### src/rtl/irq_aggr_pkg.sv
package irq_aggr_pkg;
  localparam logic [7:0] OFS_STATUS   = 8'h00;
  localparam logic [7:0] OFS_IRQ_BASE = 8'h10;
  localparam logic [7:0] OFS_MCP_BASE = 8'h18;
  localparam int unsigned CORE_STRIDE = 4;

  function automatic logic [7:0] core_ofs(logic [7:0] base, int unsigned core);
    return base + 8'(CORE_STRIDE * core);
  endfunction
endpackage

### src/rtl/irq_sync.sv
module irq_sync #(
  parameter int unsigned WIDTH  = 32,
  parameter int unsigned STAGES = 2
) (
  input  logic             clk_i,
  input  logic             rst_ni,
  input  logic [WIDTH-1:0] async_i,
  output logic [WIDTH-1:0] sync_o
);
  logic [STAGES-1:0][WIDTH-1:0] stage_q;

  always_ff @(posedge clk_i or negedge rst_ni) begin
    if (!rst_ni) stage_q[0] <= '0;
    else         stage_q[0] <= async_i;
  end

  for (genvar s = 1; s < STAGES; s++) begin : g_stage
    always_ff @(posedge clk_i or negedge rst_ni) begin
      if (!rst_ni) stage_q[s] <= '0;
      else         stage_q[s] <= stage_q[s-1];
    end
  end

  assign sync_o = stage_q[STAGES-1];
endmodule

### src/rtl/irq_regfile.sv
module irq_regfile
  import irq_aggr_pkg::*;
#(
  parameter int unsigned NUM_CORES = 2,
  parameter int unsigned DW        = 32,
  parameter int unsigned AW        = 8
) (
  input  logic                          clk_i,
  input  logic                          rst_ni,
  input  logic [AW-1:0]                 addr_i,
  input  logic                          wr_i,
  input  logic                          rd_i,
  input  logic [DW-1:0]                 wdata_i,
  input  logic [DW-1:0]                 status_i,
  output logic [DW-1:0]                 rdata_o,
  output logic [NUM_CORES-1:0][DW-1:0]  irq_mask_o,
  output logic [NUM_CORES-1:0][DW-1:0]  mcp_mask_o
);
  logic [NUM_CORES-1:0] hit_irq, hit_mcp;
  logic                 hit_status;
  logic [DW-1:0]        rd_val;
  logic [DW-1:0]        rdata_q;

  assign hit_status = (addr_i == AW'(OFS_STATUS));

  for (genvar c = 0; c < NUM_CORES; c++) begin : g_core
    localparam logic [AW-1:0] IRQ_OFS = AW'(core_ofs(OFS_IRQ_BASE, c));
    localparam logic [AW-1:0] MCP_OFS = AW'(core_ofs(OFS_MCP_BASE, c));

    assign hit_irq[c] = (addr_i == IRQ_OFS);
    assign hit_mcp[c] = (addr_i == MCP_OFS);

    always_ff @(posedge clk_i or negedge rst_ni) begin
      if (!rst_ni) begin
        irq_mask_o[c] <= '0;
        mcp_mask_o[c] <= '0;
      end else if (wr_i) begin
        if (hit_irq[c]) irq_mask_o[c] <= wdata_i;
        if (hit_mcp[c]) mcp_mask_o[c] <= wdata_i;
      end
    end
  end

  // unmapped offsets fall through to zero
  always_comb begin
    rd_val = '0;
    if (hit_status) rd_val = status_i;
    for (int c = 0; c < NUM_CORES; c++) begin
      if (hit_irq[c]) rd_val = irq_mask_o[c];
      if (hit_mcp[c]) rd_val = mcp_mask_o[c];
    end
  end

  always_ff @(posedge clk_i or negedge rst_ni) begin
    if (!rst_ni)   rdata_q <= '0;
    else if (rd_i) rdata_q <= rd_val;
    else           rdata_q <= '0;
  end

  assign rdata_o = rdata_q;
endmodule

### src/rtl/irq_route.sv
module irq_route #(
  parameter int unsigned NUM_CORES = 2,
  parameter int unsigned DW        = 32
) (
  input  logic                         clk_i,
  input  logic                         rst_ni,
  input  logic [DW-1:0]                status_i,
  input  logic [NUM_CORES-1:0][DW-1:0] irq_mask_i,
  input  logic [NUM_CORES-1:0][DW-1:0] mcp_mask_i,
  output logic [NUM_CORES-1:0]         irq_o,
  output logic [NUM_CORES-1:0]         mcp_o
);
  // no exclusivity between outputs: each one reduces independently
  for (genvar c = 0; c < NUM_CORES; c++) begin : g_out
    always_ff @(posedge clk_i or negedge rst_ni) begin
      if (!rst_ni) begin
        irq_o[c] <= 1'b0;
        mcp_o[c] <= 1'b0;
      end else begin
        irq_o[c] <= |(status_i & irq_mask_i[c]);
        mcp_o[c] <= |(status_i & mcp_mask_i[c]);
      end
    end
  end
endmodule

### src/rtl/irq_aggr_top.sv
module irq_aggr_top #(
  parameter int unsigned NUM_SRC     = 32,
  parameter int unsigned NUM_CORES   = 2,
  parameter int unsigned ADDR_W      = 8,
  parameter int unsigned SYNC_STAGES = 2,
  parameter logic [NUM_SRC-1:0] SRC_VALID = NUM_SRC'(32'h0001_FFBF)
) (
  input  logic                 clk_i,
  input  logic                 rst_ni,
  input  logic [NUM_SRC-1:0]   irq_src_i,
  input  logic [ADDR_W-1:0]    reg_addr_i,
  input  logic                 reg_wr_i,
  input  logic                 reg_rd_i,
  input  logic [NUM_SRC-1:0]   reg_wdata_i,
  output logic [NUM_SRC-1:0]   reg_rdata_o,
  output logic [NUM_CORES-1:0] irq_o,
  output logic [NUM_CORES-1:0] mcp_o
);
  logic [NUM_SRC-1:0]                sync_src;
  logic [NUM_SRC-1:0]                status;
  logic [NUM_CORES-1:0][NUM_SRC-1:0] irq_mask;
  logic [NUM_CORES-1:0][NUM_SRC-1:0] mcp_mask;

  irq_sync #(.WIDTH(NUM_SRC), .STAGES(SYNC_STAGES)) u_sync (
    .clk_i   (clk_i),
    .rst_ni  (rst_ni),
    .async_i (irq_src_i),
    .sync_o  (sync_src)
  );

  // reserved positions forced low
  assign status = sync_src & SRC_VALID;

  irq_regfile #(.NUM_CORES(NUM_CORES), .DW(NUM_SRC), .AW(ADDR_W)) u_regs (
    .clk_i      (clk_i),
    .rst_ni     (rst_ni),
    .addr_i     (reg_addr_i),
    .wr_i       (reg_wr_i),
    .rd_i       (reg_rd_i),
    .wdata_i    (reg_wdata_i),
    .status_i   (status),
    .rdata_o    (reg_rdata_o),
    .irq_mask_o (irq_mask),
    .mcp_mask_o (mcp_mask)
  );

  irq_route #(.NUM_CORES(NUM_CORES), .DW(NUM_SRC)) u_route (
    .clk_i      (clk_i),
    .rst_ni     (rst_ni),
    .status_i   (status),
    .irq_mask_i (irq_mask),
    .mcp_mask_i (mcp_mask),
    .irq_o      (irq_o),
    .mcp_o      (mcp_o)
  );
endmodule

### config.mk
export PLATFORM = sky130hd
export DESIGN_NAME = irq_aggr_top
export DESIGN_NICKNAME = d
export VERILOG_FILES = /design/src/rtl/irq_aggr_pkg.sv /design/src/rtl/irq_sync.sv /design/src/rtl/irq_regfile.sv /design/src/rtl/irq_route.sv /design/src/rtl/irq_aggr_top.sv
export SDC_FILE = /design/constraint.sdc
export NUM_CORES = 1
export LEC_CHECK = 0
export ABC_AREA = 1
export BUFFER_PORTS_ARGS = -buffer_cell sky130_fd_sc_hd__clkbuf_2
export CAP_MARGIN = 20
export CORE_UTILIZATION = 35
export CTS_BUF_LIST = sky130_fd_sc_hd__clkbuf_8
export CTS_CLUSTER_SIZE = 24
export DETAILED_ROUTE_END_ITERATION = 8
export GPL_TIMING_DRIVEN = 0
export PLACE_DENSITY = 0.61
export SKIP_CTS_REPAIR_TIMING = 1
export SYNTH_ARGS = -nofsm -noshare
export SYNTH_HDL_FRONTEND = slang
export SYNTH_SLANG_ARGS = --single-unit
### constraint.sdc
create_clock -name clk_i -period 1.58 [get_ports clk_i]
set_clock_uncertainty 0.2 [all_clocks]
set_input_delay 0.316 -clock clk_i [delete_from_list [all_inputs] [get_ports clk_i]]
set_output_delay 0.316 -clock clk_i [all_outputs]
set_load 0.03 [all_outputs]
# Word level (Yosys, flattened, before mapping)
# Cells that the tools add are included.
dict set report word_totals {
  rom_bits 0
  mem_count 0
  register_bits 198
  output_inout_bits 36
  ramBits 0
  elab_cells 34
  latchBits 0
}
dict set report classes {
  n_mux 6
  div_mod_pow 0
  n_lt_le_gt_ge 0
  n_eq_ne 4
  n_addsub 0
  n_bitwise 4
  reduce_logical 9
  shift 0
  mul 0
}
# cell count
set op_table {}
lappend op_table {{$mux W32} 5}
lappend op_table {{$and A17 B32 Y32} 4}
lappend op_table {{$reduce_or A32 Y1} 4}
lappend op_table {{$eq A8 B5 Y1 const B} 4}
lappend op_table {{$mux W17} 1}
lappend op_table {{$logic_not A8 Y1} 1}
lappend op_table {{$reduce_and A2 Y1} 4}

# Logic depth before layout (Yosys ltp)
# Gate-level depths: netlist (run 1).
dict set report depth {
  ltp_word 7
  depth_mapped 9
  mapped_depth_nobuf 7
}

# By module
# Synthesis (run 1) repeated with hierarchy kept, for this count alone.
dict set report hier_totals {
  hier_cells 1210
  area_unflattened_um2 10067.2
}
# mod instances cells_each area_each_um2 seq_area_each_um2
set modules_own_cells {}
lappend modules_own_cells {irq_regfile 1 857 7175.6 4003.8}
lappend modules_own_cells {irq_sync 1 96 1841.8 1601.5}
lappend modules_own_cells {irq_route 1 256 1046.0 100.1}
lappend modules_own_cells {irq_aggr_top 1 1 3.8 0.0}

# Worst setup path before layout (run 1)
# No wires, ideal clock.
dict set report synth_path {
  path_kind {input-to-reg}
  start {in reg_addr_i[1]}
  end {reg u_regs.mcp_mask_o[16] in the netlist's numbering}
  required_ps 1254
  arrival_time_ps 1229
  path_slack_ps 24
  stages 8
  setup_time_ps 126
  cell_sequence {nor2_4 nand2_2 nor2_2 nand2_2 nor2_4 buf_4 buf_6 o21ai_0}
}
dict set report synth_between {
  elab_chain_len 2
}
# element line
set synth_lines {}
lappend synth_lines {{start, declared} irq_aggr_top.sv:11} ;# input logic [ADDR_W-1:0] reg_addr_i,
lappend synth_lines {{$eq A8 B5 Y1} irq_regfile.sv:31} ;# assign hit_mcp[c] = (addr_i == MCP_OFS);
lappend synth_lines {{$reduce_and A2 Y1 (no source line)} --}
lappend synth_lines {{end signal, assigned by index} irq_regfile.sv:39} ;# if (hit_mcp[c]) mcp_mask_o[c] <= wdata_i;
lappend synth_lines {{end, declared} irq_regfile.sv:17} ;# output logic [NUM_CORES-1:0][DW-1:0] mcp_mask_o
# No other way between the ends.
# A chain may end at the register's enable or synchronous reset.

# Final worst setup path (run 1)
dict set report layout_path {
  start {reg u_regs.rdata_q[2], in the netlist u_regs.rdata_o[2]}
  end {out reg_rdata_o[2]}
}
# element line
set layout_lines {}
lappend layout_lines {{start, declared} irq_regfile.sv:22} ;# logic [DW-1:0] rdata_q;
lappend layout_lines {{start signal, assigned} irq_regfile.sv:56} ;# else if (rd_i) rdata_q <= rd_val;
lappend layout_lines {{end, declared} irq_aggr_top.sv:15} ;# output logic [NUM_SRC-1:0] reg_rdata_o,
# No word-level cell between the ends.

==> results.cfg, run 1 <==
[status]
status = complete, but fails checks
violations = hold timing

[pwr]
switching_share = 0.280
p_per_area_mw_per_mm2 = 916
ir_drop_v = 0.000424
leakage_nw = 5.09
p_seq_frac = 0.572
power_frac_clock = 0.337
net-switching-power_w = 0.00268
total_power_w = 0.00955
power.share.combinational = 0.092
internal_power_w = 0.00687

[setup_path]
timing.rr.start = u_sync.sync_o[2]
cp_slowest_stage_delay_ps = 410
start_kind = register
cp.required_ps = 1060
crit_chain = buf_6
r2r-end = u_route.mcp_o[0]
crit_cells = 1
reg2regPathDepth = 4
critical-path-top-delay-family = flip-flops
worstPathArrival_ps = 1050
cp_max_fo = 1
startpoint = u_regs.rdata_o[2]
cp-end-kind = output pin
critPathCapture = reg_rdata_o[2]
critPathKind = register to output pin
cp_num_buf_inv = 1
r2r_slack_ps = 80
cp_slowest_cell = dfrtp_1

[route]
ant_nets = 0
wire_per_inst_um = 18.4
drtPass1Iterations = 5
drt_iter0_drc = 739
routed_via_density = 5.21
drc = 0
vias = 7381
drt-total-wl_mm = 26.1

[floorplanning]
dieWidth_um = 156
core_area_mm2 = 0.0229
die-area_mm2 = 0.0242
io_pins = 112
start_util = 0.361
die_y_um = 156
placementRows = 55

[clock_tree]
cts_buffer_depth = 2
clk_latency_ps = 500
cts_tree = yes
clkSinkCount = 196
cts_max_level = 4
clk_pin_slew_ps = 120
cts_root_buffer = clkbuf_8
cts_buffers = 17

[layout]
area_growth_pct = 26.1
fin_util = 0.455
fillers = 2268
layout-drive-gt1-share = 0.190
stdcell_count = 1417
diodes = 0
layout.nets = 1167

[sta]
min_period_ps = 1570
rsz0062_at_grt = yes
hold_violations = 108
whs_ps = -272
slew_headroom = 0.413
finalCritPeriodShare = 0.994
max_freq_mhz = 637
report.final.slew_viol_count = 0
worst_pin_slew_ps = 880
finalSetupViolCount = 0
tns_ps = 0
setup_ws_ps = 9.55

[placement]
gp_congestion = 0.928
port_buffers = 94
dpl.hpwl_mm = 17.2
dp.cells = 1328
pre_cts_slack_ps = -678

[global_route]
grt_antenna_before_repair = 0
grt_usage = 0.221
grt_pass1_vias = 7002
gr-total-overflow = 0
grt_pass1_wl_mm = 39.5
grt_max_degree = 109

[yosys]
yosys.area.top_type = dfrtp_1
yosysSeqAreaShare = 0.593
syn-num-nets = 996
synth_top_area_share = 0.593
yosysWarnings = 0
synth.area.top_cells = dfrtp_1, nand2_1, o21ai_0, nand3_1, inv_1
synth_area_mm2 = 0.00827
synth-seq-cells = 196
syn_inst = 920
avgSynthCellArea_um2 = 8.99
ys_types = 24

[min_path]
hold_path.class = input pin to async pin

[job]
cap_violations = 0
-- area by class of cell --
class	count	area, um2	area share
inverters	83	318	0.0305
plain buffers	50	299	0.0287
well taps	313	392	0.0376
repair buffers	151	1220	0.117
clock inverters	13	116	0.0112
flip-flops and latches	196	4900	0.470
clock buffers	19	262	0.0251
multi-input cells	592	2920	0.280
-- worst min-delay path by stage --
stage,from,to,slack (ps),depth (start not counted)
floorplan,rst_ni,u_regs.irq_mask_o[0],-180,0
global placement,u_sync.stage_q[1],u_sync.sync_o[1],130,0
detailed placement,u_sync.stage_q[4],u_sync.sync_o[4],130,0
CTS,irq_src_i[12],u_sync.stage_q[12],-320,1
global route,rst_ni,u_regs.mcp_mask_o[53],-210,1
finish,rst_ni,u_regs.mcp_mask_o[53],-270,1
-- Yosys cell counts (all sizes together) --
cell type / count
o22ai: 9
nor4: 2
o21ai: 156
dfrtp: 196
clkbuf: 22
o21a: 30
a21oi: 51
nand2: 221
nor2: 45
buf: 28
nor3: 1
nand3: 65
nand4: 7
inv: 83
a221oi: 4
-- sequential cells by signal, summed over array words and instances (netlist names) --
register / cells
u_sync.stage_q: 16
u_route.mcp_o: 2
u_regs.irq_mask_o: 64
u_sync.sync_o: 16
u_regs.rdata_o: 32
u_regs.mcp_mask_o: 64
u_route.irq_o: 2
-- cell usage in the layout, fill, tap and decap left out, drive strengths merged --
cell / count
clkinv: 4
buf: 70
nor4: 2
o21a: 30
clkinvlp: 3
o21ai: 156
a221oi: 4
inv: 89
a21oi: 51
clkbuf: 101
o22ai: 9
nor3: 1
nand2: 221
dlygate4sd3: 49
nor2: 45
nand4: 8
dfrtp: 196
nand3: 65
-- power groups by stage --
stage / Combinational, W / Clock [W] / Sequential [W]
6_report: 0.000878 / 0.00321 / 0.00546
5_1_grt: 0.000980 / 0.00345 / 0.00549
3_5_place_dp: 0.000724 / 0 / 0.00555
3_3_place_gp: 0.000702 / 0 / 0.00554
2_1_floorplan: 0.000348 / 0 / 0.00553
4_1_cts: 0.000727 / 0.00326 / 0.00545
-- per-stage QoR --
step	hold WS (ps)	cell area, um2
after floorplan	-180	8270
after global placement	133	9130
after detailed placement	135	9170
after CTS	-317	9550
after global routing	-211	10400
final	-272	10400
-- per-layer routing --
layer  part of all wire  vias up  GRT usage
met5                  0        -          0
met4              0.032        0     0.0878
met3              0.073       76     0.0467
met2               0.46      352      0.345
met1               0.43     3583      0.299
li1                   -     3370          -
-- cell families (layout without fill, tap and decap cells) --
family / count (synthesis) / after routing / synth area share
AND/OR/NAND/NOR: 341 / 342 / 0.176
AO/OA/AOI/OAI: 250 / 250 / 0.164
flip-flops: 196 / 196 / 0.593
buffers and inverters: 133 / 316 / 0.0672
No activity file was read; power rests on OpenSTA's default activity.
==> inputs of run 2 (changes only) <==
- RECOVER_POWER: not set -> 50
==> results.cfg, run 2 (synthesis results as in run 1) <==
[clock_tree]
cts_root_buffer = clkbuf_8
cts_buffer_depth = 2
clk_pin_slew_ps = 120
cts_tree = yes
clkSinkCount = 196
clk_latency_ps = 500
cts_max_level = 4
cts_buffers = 17

[layout]
fillers = 2268
layout-drive-gt1-share = 0.190
area_growth_pct = 25.9
stdcell_count = 1417
final_cell_mix = nand2_1, dfrtp_1, o21ai_0, inv_1, clkbuf_2
layout.nets = 1167
final_common_cell = nand2_1
fin_area_mm2 = 0.0104
diodes = 0

[setup_path]
cp-end-kind = output pin
cp_num_buf_inv = 1
worstPathArrival_ps = 1050
cp_slowest_cell = dfrtp_1
cp_max_fo = 1
crit_chain = buf_6
cp_slowest_stage_delay_ps = 410
cp.required_ps = 1060
critical-path-top-delay-family = flip-flops
critPathKind = register to output pin
start_kind = register

[sta]
hold_violations = 108
finalCritPeriodShare = 0.994
max_freq_mhz = 637
whs_ps = -274
report.final.slew_viol_count = 0
finalSetupViolCount = 0
tns_ps = 0
rsz0062_at_grt = yes
min_period_ps = 1570
worst_pin_slew_ps = 865
slew_headroom = 0.423

[global_route]
use_met1 = 0.299
grt_antenna_before_repair = 0
grt_usage = 0.221
grt_pass1_vias = 7002
gr-usage-met2 = 0.345
grt_pass1_wl_mm = 39.5
grt_use_met3 = 0.0467
grt_max_degree = 109
gr-total-overflow = 0
gr-max-usage-layer = met2

[floorplanning]
start_util = 0.361
die_y_um = 156
io_pins = 112
dieWidth_um = 156
placementRows = 55
core_area_mm2 = 0.0229
die-area_mm2 = 0.0242

[pwr]
ir_drop_v = 0.000424
net-switching-power_w = 0.00268
p_per_area_mw_per_mm2 = 917
total_power_w = 0.00954
power_frac_clock = 0.337
leakage_nw = 5.08
p_seq_frac = 0.572
switching_share = 0.280
power.share.combinational = 0.091
internal_power_w = 0.00687

[route]
vias = 7367
ant_nets = 0
wire_per_inst_um = 18.4
routed_via_density = 5.20
drc = 0
drt_iter0_drc = 739
drt-total-wl_mm = 26.1
drtPass1Iterations = 5

[status]
violations = hold timing
status = complete, but fails checks

[placement]
dpl.hpwl_mm = 17.2
port_buffers = 94
gp_congestion = 0.928
placed_cell_area_mm2 = 0.00917
dp.cells = 1328

[job]
cap_violations = 0

[min_path]
hold_path.class = input pin to async pin
run 2: changes by cell type in the layout (fill, tap and decap cells not counted):
cell,delta
buf_16,-1
buf_8,+1
run 2: path summary, 6_finish.rpt:
check	startpoint	to	slack [ps]	cells past startpoint
max	u_regs.rdata_o[2]	reg_rdata_o[2]	10	1
min	rst_ni	u_regs.mcp_mask_o[53]	-270	1
max reg2reg	u_sync.sync_o[2]	u_route.mcp_o[0]	80	4
min reg2reg	u_sync.stage_q[4]	u_sync.sync_o[4]	150	0
max in group asynchronous	rst_ni	u_regs.mcp_mask_o[36]	260	2
min in group clk_i	reg_wr_i	u_regs.mcp_mask_o[49]	0	3
run 2: routing by layer:
metal,up-vias,wire length (um)
met4,0,832
li1,3369,-
met2,345,12100
met5,-,0
met1,3581,11200
met3,72,1910
run 2: power groups by stage:
| stage | Combinational, W | Clock (W) | Sequential, W |
|---|---|---|---|
| 2_1_floorplan | 0.000348 | 0 | 0.00553 |
| 3_3_place_gp | 0.000702 | 0 | 0.00554 |
| 3_5_place_dp | 0.000724 | 0 | 0.00555 |
| 4_1_cts | 0.000727 | 0.00326 | 0.00545 |
| 5_1_grt | 0.000976 | 0.00345 | 0.00549 |
| 6_report | 0.000873 | 0.00321 | 0.00546 |
run 2: per-stage QoR:
stage | setup WS, ps | util
global route | -31.5 | 0.454
floorplan | 24.5 | -
CTS | -152 | 0.417
finish | 9.71 | 0.454
global placement | -3910 | 0.399
detailed placement | -678 | 0.400
run 2: layout make-up:
type	count	area, um2	share of cell area
buffer	50	299	0.0287
clock buffer	19	262	0.0251
clock inverter	13	116	0.0112
inverter	83	318	0.0305
multi-input combinational	592	2920	0.280
sequential	196	4900	0.471
tap	313	392	0.0376
timing repair buffer	151	1200	0.116
